File: src/rtl/ar_repeat_pkg.sv
package ar_repeat_pkg;

  // Interval timer phase.
  typedef enum logic [1:0] {
    PH_IDLE   = 2'd0,
    PH_DELAY  = 2'd1,
    PH_REPEAT = 2'd2
  } ar_phase_e;

  // Settings byte layout: enable on top, period code, then delay code.
  typedef struct packed {
    logic       enable;
    logic [2:0] period_code;
    logic [3:0] delay_code;
  } ar_cfg_t;

  localparam logic [7:0] AR_MARKER_CODE = 8'h7E;

endpackage

File: src/rtl/ar_cfg_decode.sv
module ar_cfg_decode
  import ar_repeat_pkg::*;
#(
  parameter int CNT_W       = 8,
  parameter int DELAY_UNIT  = 8,
  parameter int PERIOD_UNIT = 4
) (
  input  logic [7:0]       cfg_i,
  output logic             enable_o,
  output logic [CNT_W-1:0] delay_len_o,
  output logic [CNT_W-1:0] period_len_o
);

  ar_cfg_t fields;

  always_comb begin
    fields       = ar_cfg_t'(cfg_i);
    enable_o     = fields.enable;
    delay_len_o  = (CNT_W'(fields.delay_code) + CNT_W'(1)) * CNT_W'(DELAY_UNIT);
    period_len_o = (CNT_W'(fields.period_code) + CNT_W'(1)) * CNT_W'(PERIOD_UNIT);
  end

endmodule

File: src/rtl/ar_interval_timer.sv
module ar_interval_timer
  import ar_repeat_pkg::*;
#(
  parameter int CNT_W = 8
) (
  input  logic             clk_i,
  input  logic             rst_ni,
  input  logic             run_i,
  input  logic             tick_i,
  input  logic             evt_i,
  input  logic [CNT_W-1:0] delay_len_i,
  input  logic [CNT_W-1:0] period_len_i,
  output logic             fire_o
);

  ar_phase_e        phase_q;
  logic [CNT_W-1:0] cnt_q;
  logic [CNT_W-1:0] limit;
  logic [CNT_W-1:0] cnt_inc;
  logic             done;

  always_comb begin
    limit   = (phase_q == PH_DELAY) ? delay_len_i : period_len_i;
    cnt_inc = cnt_q + CNT_W'(1);
    done    = (cnt_inc >= limit);
    fire_o  = run_i && (phase_q != PH_IDLE) && !evt_i && tick_i && done;
  end

  always_ff @(posedge clk_i or negedge rst_ni) begin
    if (!rst_ni) begin
      phase_q <= PH_IDLE;
      cnt_q   <= '0;
    end else if (!run_i) begin
      phase_q <= PH_IDLE;
      cnt_q   <= '0;
    end else if (phase_q == PH_IDLE || evt_i) begin
      phase_q <= PH_DELAY;
      cnt_q   <= '0;
    end else if (tick_i) begin
      if (done) begin
        phase_q <= PH_REPEAT;
        cnt_q   <= '0;
      end else begin
        cnt_q <= cnt_inc;
      end
    end
  end

  AST_EVT_RESTART: assert property (@(posedge clk_i) disable iff (!rst_ni)
    (run_i && evt_i) |=> (phase_q == PH_DELAY && cnt_q == '0));

  AST_IDLE_NO_KEY: assert property (@(posedge clk_i) disable iff (!rst_ni)
    !run_i |=> (phase_q == PH_IDLE && cnt_q == '0));

  AST_FIRE_NEEDS_TICK: assert property (@(posedge clk_i) disable iff (!rst_ni)
    fire_o |-> (tick_i && !evt_i && $past(run_i)));

endmodule

File: src/rtl/ar_marker_slot.sv
module ar_marker_slot #(
  parameter int         DATA_W = 8,
  parameter logic [7:0] CODE   = 8'h7E
) (
  input  logic              clk_i,
  input  logic              rst_ni,
  input  logic              fire_i,
  input  logic              ready_i,
  output logic              valid_o,
  output logic [DATA_W-1:0] data_o
);

  logic valid_q;

  always_ff @(posedge clk_i or negedge rst_ni) begin
    if (!rst_ni) valid_q <= 1'b0;
    else         valid_q <= (valid_q && !ready_i) || fire_i;
  end

  assign valid_o = valid_q;
  assign data_o  = DATA_W'(CODE);

  AST_VALID_HOLD: assert property (@(posedge clk_i) disable iff (!rst_ni)
    (valid_q && !ready_i) |=> valid_q);

  AST_FIRE_SHOWS: assert property (@(posedge clk_i) disable iff (!rst_ni)
    fire_i |=> valid_q);

  AST_ACCEPT_DROPS: assert property (@(posedge clk_i) disable iff (!rst_ni)
    (valid_q && ready_i && !fire_i) |=> !valid_q);

endmodule

File: src/rtl/ar_repeat_gen.sv
module ar_repeat_gen
  import ar_repeat_pkg::*;
#(
  parameter int DELAY_UNIT  = 8,
  parameter int PERIOD_UNIT = 4,
  parameter int DELAY_BITS  = 4,
  parameter int DATA_W      = 8
) (
  input  logic              clk_i,
  input  logic              rst_ni,
  input  logic              debounce_tick_i,
  input  logic              any_key_held_i,
  input  logic              key_event_i,
  input  logic [7:0]        repeat_cfg_i,
  input  logic              marker_ready_i,
  output logic              marker_valid_o,
  output logic [DATA_W-1:0] marker_code_o
);

  localparam int MAX_LEN = DELAY_UNIT * (2 ** DELAY_BITS);
  localparam int CNT_W   = $clog2(MAX_LEN + 1);

  logic             enable;
  logic [CNT_W-1:0] delay_len;
  logic [CNT_W-1:0] period_len;
  logic             fire;
  logic             run;

  ar_cfg_decode #(
    .CNT_W      (CNT_W),
    .DELAY_UNIT (DELAY_UNIT),
    .PERIOD_UNIT(PERIOD_UNIT)
  ) u_decode (
    .cfg_i       (repeat_cfg_i),
    .enable_o    (enable),
    .delay_len_o (delay_len),
    .period_len_o(period_len)
  );

  assign run = enable && any_key_held_i;

  ar_interval_timer #(
    .CNT_W(CNT_W)
  ) u_timer (
    .clk_i       (clk_i),
    .rst_ni      (rst_ni),
    .run_i       (run),
    .tick_i      (debounce_tick_i),
    .evt_i       (key_event_i),
    .delay_len_i (delay_len),
    .period_len_i(period_len),
    .fire_o      (fire)
  );

  ar_marker_slot #(
    .DATA_W(DATA_W),
    .CODE  (AR_MARKER_CODE)
  ) u_slot (
    .clk_i  (clk_i),
    .rst_ni (rst_ni),
    .fire_i (fire),
    .ready_i(marker_ready_i),
    .valid_o(marker_valid_o),
    .data_o (marker_code_o)
  );

  AST_OFF_NO_NEW: assert property (@(posedge clk_i) disable iff (!rst_ni)
    $rose(marker_valid_o) |-> $past(repeat_cfg_i[7] && any_key_held_i));

endmodule

File: config.mk
export PLATFORM = sky130hd
export DESIGN_NAME = ar_repeat_gen
export DESIGN_NICKNAME = d
export VERILOG_FILES = /design/src/rtl/ar_repeat_pkg.sv /design/src/rtl/ar_cfg_decode.sv /design/src/rtl/ar_interval_timer.sv /design/src/rtl/ar_marker_slot.sv /design/src/rtl/ar_repeat_gen.sv
export SDC_FILE = /design/constraint.sdc
export NUM_CORES = 1
export LEC_CHECK = 0
export BUFFER_PORTS_ARGS = -buffer_cell sky130_fd_sc_hd__clkbuf_2
export CORE_ASPECT_RATIO = 0.9
export CORE_MARGIN = 2
export CORE_UTILIZATION = 52
export DETAILED_ROUTE_END_ITERATION = 16
export PLACE_DENSITY = 0.87
export SLEW_MARGIN = 20
export SYNTH_ARGS = -nofsm -noshare
export SYNTH_HDL_FRONTEND = slang
export SYNTH_SLANG_ARGS = --single-unit
File: constraint.sdc
create_clock -name clk_i -period 2.75 [get_ports clk_i]
set_clock_uncertainty 0.2 [all_clocks]
set_input_delay 0.1375 -clock clk_i [delete_from_list [all_inputs] [get_ports clk_i]]
set_output_delay 0.1375 -clock clk_i [all_outputs]
set_load 0.005 [all_outputs]
==> run metrics, run 1 <==
compound-cell area share of the yosys netlist 0.1769; Worst-Skew Late Latency 260 ps; die footprint 2166 µm²; maximum clock path buffer count 2; Synth area leaders dfrtp_1 29%, ha_1 13%, buf_4 7.2%, xnor2_1 5.6%, a32o_1 5.3%; core area 1682 µm²; adder-cell area share of the yosys netlist 0.1330; synth-to-layout area growth 13.56%; portion of netlist area occupied by mux cells 0.01064; Final Hold Slack 41.52 ps; Max Clock Freq 387.4 MHz; Sw Ratio 0.2501; synthesized area 940.9 µm²; grt ovf 0; Clock power frac 0.320; Placed Cells 136; DRT antenna net count 0; CTS sink count 11; cell-internal power 0.2465 mW; Flop pwr share 0.499; share of the synthesized area in the top cell type 0.2926; Synth Area in Simple Gates 0.1875; crit path kind register to register; Unique masters post-synth 32; crit start category register; Crit. End Element register; width of the die 48.84 µm; antenna diode count 0; endpoints failing setup 0; Routability Congestion 0.8226; Psw 0.08221 mW; post-route setup TNS 0 ps; Final nets 146; DP HPWL 1442 µm; Worst-Margin Slew 498.0 ps; final hold viol count 0; via count of the first global-routing pass 758; Reg clk slew, reported paths 60 ps; relative slew slack 0.6662; power consumption 0.3287 mW; Die Y 44.36 µm; leading cell type in the layout, fill and taps excluded clkbuf_2; Synth Instances 102; vias per cell 5.428; post-synthesis sequential area ratio 0.2926; initial core utilization 0.5595; Worst Path Required 2700 ps; post-route DRC violation count 0; DR iter-0 viols 16; Pins Over Slew Limit 0; Gate power share 0.181; prevailing post-synth register cell dfrtp_1; Peak VDD IR 271.8 µV; Root Driver clkbuf_4; initial antenna violation count 0; pre-CTS WS 169.3 ps; post-route insts no fill 145; Seq cells post-synth 11; Placement Rows 14; Hold/Removal Path Class primary input to register; post-route minimum period 2581 ps; PnR worst setup slack 168.5 ps; largest net degree at the start of global routing 12; Total GRT Usage 0.1794; DR pass1 iterations 4; warnings from Yosys 0; H-tree depth 1; Avg WL per Cell 12.10 µm; share of synthesized flip-flops with an asynchronous set or reset 1.000; cell taking the most area after synthesis dfrtp_1; fin crit share 0.9387; RSZ-0062 raised after global routing false; status finished, final reports clean; CTS buffer count 3; input/output buffers 14; XOR/XNOR Fraction of Synth Area 0.08378; pwr dens 307.7 nW/µm²; main combinational cell family by area after synthesis simple AND/OR/NAND/NOR gates; Fillers 140; total of max-cap violations 0; EDFF count, synth 0; vias 787; layout cells sized above 1 0.2066; CTS tree built; Mean Syn Cell Area 9.225 µm²; first-pass GRT wire length 2973 µm; data arrival time of the critical path 2530 ps; io pins 23; Leak 0.4974 nW; commonest cells after routing, fill and taps aside 14 x clkbuf_2, 11 x dfrtp_1, 10 x ha_1; total wire length 1755 µm; critical path peak fanout 5; Post CTS Setup Buffer Count 0
routing by layer:
layer | part of all wire | vias to the layer above | track usage
li1 | - | 388 | -
met5 | 0 | - | 0
met3 | 0.042 | 2 | 0.01351
met4 | 0.010 | 0 | 0.08571
met2 | 0.53 | 23 | 0.3479
met1 | 0.42 | 374 | 0.2043
cells by family after synthesis:
family / Yosys count
AOI/OAI and AO/OA: 21
xor gates and xnor gates: 9
adders and majority gates: 10
buffers and inverters: 18
DFF: 11
muxes: 1
other: 2
and+or+nand+nor: 30
path summary, 6_finish.rpt:
kind	startpoint	to	slack [ps]	depth (start not counted)
min in group asynchronous	rst_ni	u_timer.cnt_q[2]$_DFFE_PN0P_	80	2
worst min-delay path	debounce_tick_i	u_timer.cnt_q[0]$_DFFE_PN0P_	40	4
worst max-delay path	u_timer.cnt_q[0]$_DFFE_PN0P_	u_timer.cnt_q[7]$_DFFE_PN0P_	170	9
worst max register to register	u_timer.cnt_q[0]$_DFFE_PN0P_	u_timer.cnt_q[7]$_DFFE_PN0P_	170	9
worst min register to register	u_timer.cnt_q[6]$_DFFE_PN0P_	u_timer.cnt_q[6]$_DFFE_PN0P_	290	1
max in group asynchronous	rst_ni	u_timer.cnt_q[7]$_DFFE_PN0P_	2060	2
through the flow:
step,area [µm²],utilization
floorplan,963.4,-
global placement,992.2,0.5900
detailed placement,992.2,0.5900
CTS,1069,0.6354
global route,1069,0.6354
finish,1069,0.6354
registers in the layout (all words and copies together) (netlist names):
name / cells
u_timer.phase_q: 2
u_slot.valid_o: 1
u_timer.cnt_q: 8
synthesized netlist by cell type (all sizes together) (2+ instances only):
library cell / number
a21oi: 4
a32o: 5
buf: 9
conb: 2
dfrtp: 11
ha: 10
inv: 8
nand2: 8
nand3: 6
nand4: 3
nor2: 7
nor3: 3
o211ai: 2
o21a: 2
xnor2: 6
xor2: 3
power groups by stage:
stage | logic [mW] | clock network (mW) | registers [mW]
after floorplan | 0.0401 | 0 | 0.167
after global placement | 0.0516 | 0 | 0.167
after detailed placement | 0.0541 | 0 | 0.167
after CTS | 0.0598 | 0.112 | 0.164
after global routing | 0.0672 | 0.116 | 0.164
final | 0.0595 | 0.105 | 0.164
worst max-delay path, stage by stage (launching register included):
cell and delay [ps]:
dfrtp_1 420, ha_1 260, inv_1 70, nor3_1 240
xnor2_1 120, ha_1 300, nand4_1 70, a311o_1 350
and2_4 180, a32o_1 250
final cells by class:
class,instances,area (µm²),area share
multi-input combinational,79,586.8,0.5492
sequential,11,275.3,0.2576
timing repair buffer,19,120.1,0.1124
inverter,8,30.03,0.02810
tap,24,30.03,0.02810
clock buffer,4,26.28,0.02459
timing repair:
item | CTS | global route
endpoints found under the hold margin | 13 | 0
hold buffers | 5 | 0
gates resized for setup | 0 | 0
No activity file was read; power rests on OpenSTA's default activity.
==> run 2: changes to the inputs <==
Settings changed: CELL_PAD_IN_SITES_DETAIL_PLACEMENT set to 1, CELL_PAD_IN_SITES_GLOBAL_PLACEMENT set to 2, CORE_UTILIZATION 52 to 31, PLACE_DENSITY 0.87 to 0.74.
==> run 2 against run 1 <==
Against the previous run: sequential power hardly changed; clock-buffer cell count is the same; critical path type unchanged; hold slack gained 16 ps; critical path depth did not move; sequential share of layout area decreased by 0.65 points; worst setup slack lost 14 ps; core utilization down 25 points; critical endpoint is now u_timer.cnt_q[5]$_DFFE_PN0P_; via count decreased by 1.7%; cell area grew 2.6%.
==> run metrics, run 2 (synthesis results as in run 1) <==
status finished, final reports clean; vias 774 (-1.7%); DRT antenna net count 0 (unchanged); cell-internal power 0.2466 mW (about the same); CTS sink count 11 (unchanged); cell mode on critical path ha_1; largest net degree at the start of global routing 12 (unchanged); io pins 23 (unchanged); Worst Setup SP u_timer.cnt_q[1]$_DFFE_PN0P_; maximum clock path buffer count 2 (unchanged); width of the die 62.07 µm (+27%); Routability Congestion 0.7978 (-3.0%); CP max-delay cell dfrtp_1; total of max-cap violations 0 (unchanged); vias per cell 4.778 (-12%); total wire length 2089 µm (+19%); crit start category register; layout cells sized above 1 0.2131 (+0.006503); DR iter-0 viols 7 (-9); initial antenna violation count 0 (unchanged); Reg-to-Reg Start u_timer.cnt_q[1]$_DFFE_PN0P_; CTS buffer count 3 (unchanged); Root Driver clkbuf_4; Clock power frac 0.326 (+0.006); Leak 0.5029 nW (+1.1%); pwr dens 304.4 nW/µm² (-1.1%); synth-to-layout area growth 16.49%; Final Hold Slack 57.32 ps (+15.80 ps); H-tree depth 1 (unchanged); commonest cells after routing, fill and taps aside 14 x clkbuf_2, 11 x dfrtp_1, 10 x ha_1; core area 2815 µm² (+67%); worst r2r dst u_timer.cnt_q[5]$_DFFE_PN0P_; DR pass1 iterations 4 (unchanged); Placed Cells 152 (+12%); Avg WL per Cell 12.90 µm (+6.5%); hold depth 4 (unchanged); Peak VDD IR 234.7 µV (-14%); Psw 0.08695 mW (+5.8%); final instance area 1096 µm² (+2.6%); Reg2Reg Setup Slack 150 ps (about the same); antenna diode count 0 (unchanged); CP top delay family compound AO/OA/AOI/OAI gates; Crit. End Element register; Hold/Removal Path Class primary input to register; Final nets 147 (+0.68%); post-route minimum period 2595 ps (+13.75 ps); Total GRT Usage 0.1427 (-0.03672); cell chain of the critical path ha_1, inv_1, nor3_1, xnor2_1, ha_1, nand4_1, a311o_1, and2_4, a32o_1; max reg flops 8 (unchanged); post-route insts no fill 162 (+12%); critical path peak fanout 5 (unchanged); relative slew slack 0.6264 (-0.03978); Die Y 56.27 µm (+27%); Sw Ratio 0.2607 (+0.01057); via count of the first global-routing pass 839 (+11%); worst-case reg-to-reg path depth 9 (unchanged); grt ovf 0 (unchanged); Placement Rows 18 (+4); Flop pwr share 0.491 (-0.008); post-route DRC violation count 0 (unchanged); Worst-Margin Slew 557.4 ps (+59.35 ps); crit path kind register to register; Crit path largest cell delay 420 ps (about the same); die footprint 3492 µm² (+61%); Reg clk slew, reported paths 70 ps (about the same); Worst Path Required 2700 ps (about the same); endpoints failing setup 0 (unchanged); leading cell type in the layout, fill and taps excluded clkbuf_2; first-pass GRT wire length 3746 µm (+26%); dpl cell area 1012 µm² (+2.0%); DP HPWL 1731 µm (+20%); initial core utilization 0.3342 (-0.2253); fin crit share 0.9437 (+0.004999); data arrival time of the critical path 2550 ps (+20 ps); RSZ-0062 raised after global routing true; WP depth 9 (unchanged); crit path to u_timer.cnt_q[5]$_DFFE_PN0P_; Gate power share 0.183 (+0.002); Bufs and invs on worst path 1 (unchanged); CTS tree built; post-route setup TNS 0 ps (unchanged); Worst-Skew Late Latency 260 ps (about the same); final hold viol count 0 (unchanged); Biggest register u_timer.cnt_q; Max Clock Freq 385.3 MHz (-0.53%); Pins Over Slew Limit 0 (unchanged); input/output buffers 14 (unchanged)
-- run 2: changes by cell type in the layout (fill, tap and decap cells not counted), sizes merged --
cell / delta
buf: +1
-- run 2: power by group through the flow --
stage | Sequential (mW) | Combinational [mW] | Clock, mW
final | 0.164 | 0.0611 | 0.109
after detailed placement | 0.167 | 0.0560 | 0
after global placement | 0.167 | 0.0545 | 0
after global routing | 0.164 | 0.0707 | 0.128
after CTS | 0.164 | 0.0613 | 0.115
after floorplan | 0.167 | 0.0401 | 0
-- run 2: layout make-up --
cell class,count,area [µm²]
Sequential cell,11,275.3
Fill cell,345,1719
Multi-Input combinational cell,79,586.8
Tap cell,40,50.05
Clock buffer,4,26.28
Timing Repair Buffer,20,127.6
Inverter,8,30.03
-- run 2: worst register-to-register path, cell delays in order, from the launching register on --
cell,delay (ps)
dfrtp_1,420
ha_1,250
inv_1,80
nor3_1,230
xnor2_1,130
ha_1,310
nand4_1,80
a311o_1,370
and2_4,190
a32o_1,250
-- run 2: repair_timing --
item / 4_1_cts / 5_1_grt
hold buffers: 5 / 0
endpoints found under the setup margin: 0 / 3
resized for setup: 0 / 0
buffers inserted: 0 / 1
hold endpoints to repair: 13 / 0
-- run 2: through the flow --
step,utilization,power [mW],setup WS [ps]
after detailed placement,0.3596,0.2230,140.9
after global routing,0.3893,0.3625,-7.727
after CTS,0.3867,0.3404,116.4
after global placement,0.3596,0.2214,192.0
final,0.3893,0.3336,154.8
after floorplan,-,0.2069,353.5
-- run 2: worst min-delay path by stage --
stage | start | endpoint | slack [ps]
3_3_place_gp | rst_ni | u_timer.phase_q[1]$_DFFE_PN0P_ | -170
5_1_grt | rst_ni | u_timer.phase_q[1]$_DFFE_PN0P_ | 90
2_1_floorplan | rst_ni | u_slot.valid_o$_DFF_PN0_ | -360
6_report | debounce_tick_i | u_timer.cnt_q[0]$_DFFE_PN0P_ | 60
4_1_cts | debounce_tick_i | u_timer.cnt_q[0]$_DFFE_PN0P_ | 50
3_5_place_dp | rst_ni | u_timer.phase_q[1]$_DFFE_PN0P_ | -160
-- run 2: routing by layer --
layer  vias to the layer above  share of wire  global-route usage  wire length, µm
met5                         -              0                   0                0
met4                         0         0.0029             0.04559                6
met3                         2          0.036             0.02074               75
met2                        19           0.50              0.2426             1046
met1                       368           0.46              0.1795              961
li1                        385              -                   -                -
==> run 3: changes to the inputs <==
Settings changed: CORE_UTILIZATION 31 to 28, PLACE_DENSITY 0.74 to 0.68.
==> run 3 against run 2 <==
Against the previous run: clock-buffer cell count unchanged; via count increased by 2.3%; combinational power is 3% lower; hold slack worse by 38 ps; cell area is 0.34% higher; power rose by 17%; sequential power about the same; global-route usage fell by 2.0 points; die area is 10% higher; non-clock buffer count down 2; critical path depth unchanged; first-iteration DRC count up 86%.
==> run metrics, run 3 (synthesis results as in run 1) <==
status finished, final reports clean; CTS buffer count 3 (unchanged); Peak VDD IR 268.1 µV (+14%); die footprint 3841 µm² (+10%); width of the die 65.11 µm (+4.9%); RSZ-0062 raised after global routing false; CTS tree built; antenna diode count 0 (unchanged); Gates resized, CTS repair 0 (unchanged); Clock power frac 0.425 (+0.099); vias 792 (+2.3%); cell-internal power 0.2917 mW (+18%); DP HPWL 1726 µm (-0.28%); DR iter-0 viols 13 (+6); Worst Path Required 2670 ps (-30 ps); commonest cells after routing, fill and taps aside 14 x clkbuf_2, 11 x dfrtp_1, 10 x ha_1; io pins 23 (unchanged); leading cell type in the layout, fill and taps excluded clkbuf_2; Worst-Skew Late Latency 240 ps (-20 ps); initial antenna violation count 0 (unchanged); DR pass1 iterations 4 (unchanged); crit path kind register to register; CTS sink count 11 (unchanged); CP top delay family compound AO/OA/AOI/OAI gates; post-route DRC violation count 0 (unchanged); Placement Rows 19 (+1); Crit path largest cell delay 420 ps (about the same); grt ovf 0 (unchanged); total wire length 2156 µm (+3.2%); H-tree depth 1 (unchanged); Avg WL per Cell 13.31 µm (+3.2%); Pins Over Slew Limit 0 (unchanged); crit start category register; Biggest register u_timer.cnt_q; data arrival time of the critical path 2500 ps (-50 ps); Flop pwr share 0.422 (-0.069); Worst-Margin Slew 657.2 ps (+99.86 ps); Max Clock Freq 387.7 MHz (+0.61%); first-pass GRT wire length 3581 µm (-4.4%); via count of the first global-routing pass 766 (-8.7%); Bufs and invs on worst path 1 (unchanged); cell chain of the critical path ha_1, inv_1, nor3_1, xnor2_1, ha_1, nand4_1, a311o_1, and2_4, a32o_1; cell mode on critical path ha_1; initial core utilization 0.2998 (-0.03438); endpoints failing setup 0 (unchanged); Post CTS Setup Buffer Count 0 (unchanged); Root Driver clkbuf_8; hold bufs inserted after CTS 4 (-1); post-route setup TNS 0 ps (unchanged); input/output buffers 14 (unchanged); Gate power share 0.153 (-0.030); CP max-delay cell dfrtp_1; PnR worst setup slack 170.4 ps (+15.65 ps); final hold viol count 0 (unchanged); pwr dens 354.2 nW/µm² (+16%); Leak 0.5010 nW (-0.37%); Hold/Removal Path Class primary input to register; relative slew slack 0.5595 (-0.06694); Psw 0.09779 mW (+12%); DRT antenna net count 0 (unchanged); pre-CTS WS 171.6 ps (+30.64 ps); Total GRT Usage 0.1225 (-0.02027); core area 3138 µm² (+11%); Fillers 384 (+11%); Final Hold Slack 18.98 ps (-38.34 ps); Sw Ratio 0.2511 (-0.009596); Routability Congestion 0.7841 (-1.7%); Reg clk slew, reported paths 50 ps (-20 ps); Die Y 59.00 µm (+4.9%); Crit. End Element register; Seq. cell area 275.3 µm² (unchanged); vias per cell 4.889 (+2.3%); synth-to-layout area growth 16.89%; Final nets 145 (-1.4%); total of max-cap violations 0 (unchanged); post-route minimum period 2580 ps (-15.65 ps); max reg flops 8 (unchanged); layout cells sized above 1 0.2083 (-0.004781); fin crit share 0.9380 (-0.005690); largest net degree at the start of global routing 12 (unchanged); area occupied by multi-input gates 586.8 µm² (unchanged); critical path peak fanout 5 (unchanged); maximum clock path buffer count 2 (unchanged)
run 3: cell types whose count changed in the layout (fill, tap and decap cells not counted):
cell	change
clkbuf_4	-3
clkbuf_8	+3
buf_4	-1
dlygate4sd3_1	-1
run 3: cell type report:
cell class | instances | share of cell area
Clock buffer | 4 | 0.04096
Inverter | 8 | 0.02730
Multi-Input combinational cell | 79 | 0.5336
Sequential cell | 11 | 0.2503
Tap cell | 42 | 0.04778
Timing Repair Buffer | 18 | 0.1001
run 3: layer usage:
layer,global-route usage,part of all wire,vias up
li1,-,-,383
met1,0.1633,0.50,384
met2,0.2047,0.44,23
met3,0.02852,0.051,2
met4,0.02679,0.0046,0
met5,0,0,-
run 3: final timing paths:
check                                                   from                              to  slack (ps)  depth (start not counted)
worst max-delay path            u_timer.cnt_q[0]$_DFFE_PN0P_    u_timer.cnt_q[1]$_DFFE_PN0P_         170                          9
worst min-delay path                             key_event_i  u_timer.phase_q[0]$_DFFE_PN0P_          20                          3
worst max register to register  u_timer.cnt_q[0]$_DFFE_PN0P_    u_timer.cnt_q[1]$_DFFE_PN0P_         170                          9
worst min register to register  u_timer.cnt_q[6]$_DFFE_PN0P_    u_timer.cnt_q[6]$_DFFE_PN0P_         290                          1
max in group asynchronous                             rst_ni    u_timer.cnt_q[2]$_DFFE_PN0P_        2010                          2
min in group asynchronous                             rst_ni  u_timer.phase_q[0]$_DFFE_PN0P_         110                          2
run 3: worst min-delay path, cell delays in order:
cell and delay (ps):
clkbuf_2 140, inv_1 70, a31oi_1 70
run 3: per-stage QoR:
| step | power, mW | cells | utilization | instance area [µm²] |
|---|---|---|---|---|
| 2_1_floorplan | 0.2069 | 108 | - | 963.4 |
| 3_3_place_gp | 0.2216 | 154 | 0.3234 | 1015 |
| 3_5_place_dp | 0.2229 | 154 | 0.3234 | 1015 |
| 4_1_cts | 0.3956 | 162 | 0.3505 | 1100 |
| 5_1_grt | 0.4133 | 162 | 0.3505 | 1100 |
| 6_report | 0.3895 | 162 | 0.3505 | 1100 |
run 3: power by group through the flow:
stage,Clock (mW),Sequential [mW],Combinational [mW]
after floorplan,0,0.167,0.0401
after global placement,0,0.167,0.0546
after detailed placement,0,0.167,0.0558
after CTS,0.171,0.164,0.0603
after global routing,0.181,0.164,0.0682
final,0.166,0.164,0.0595
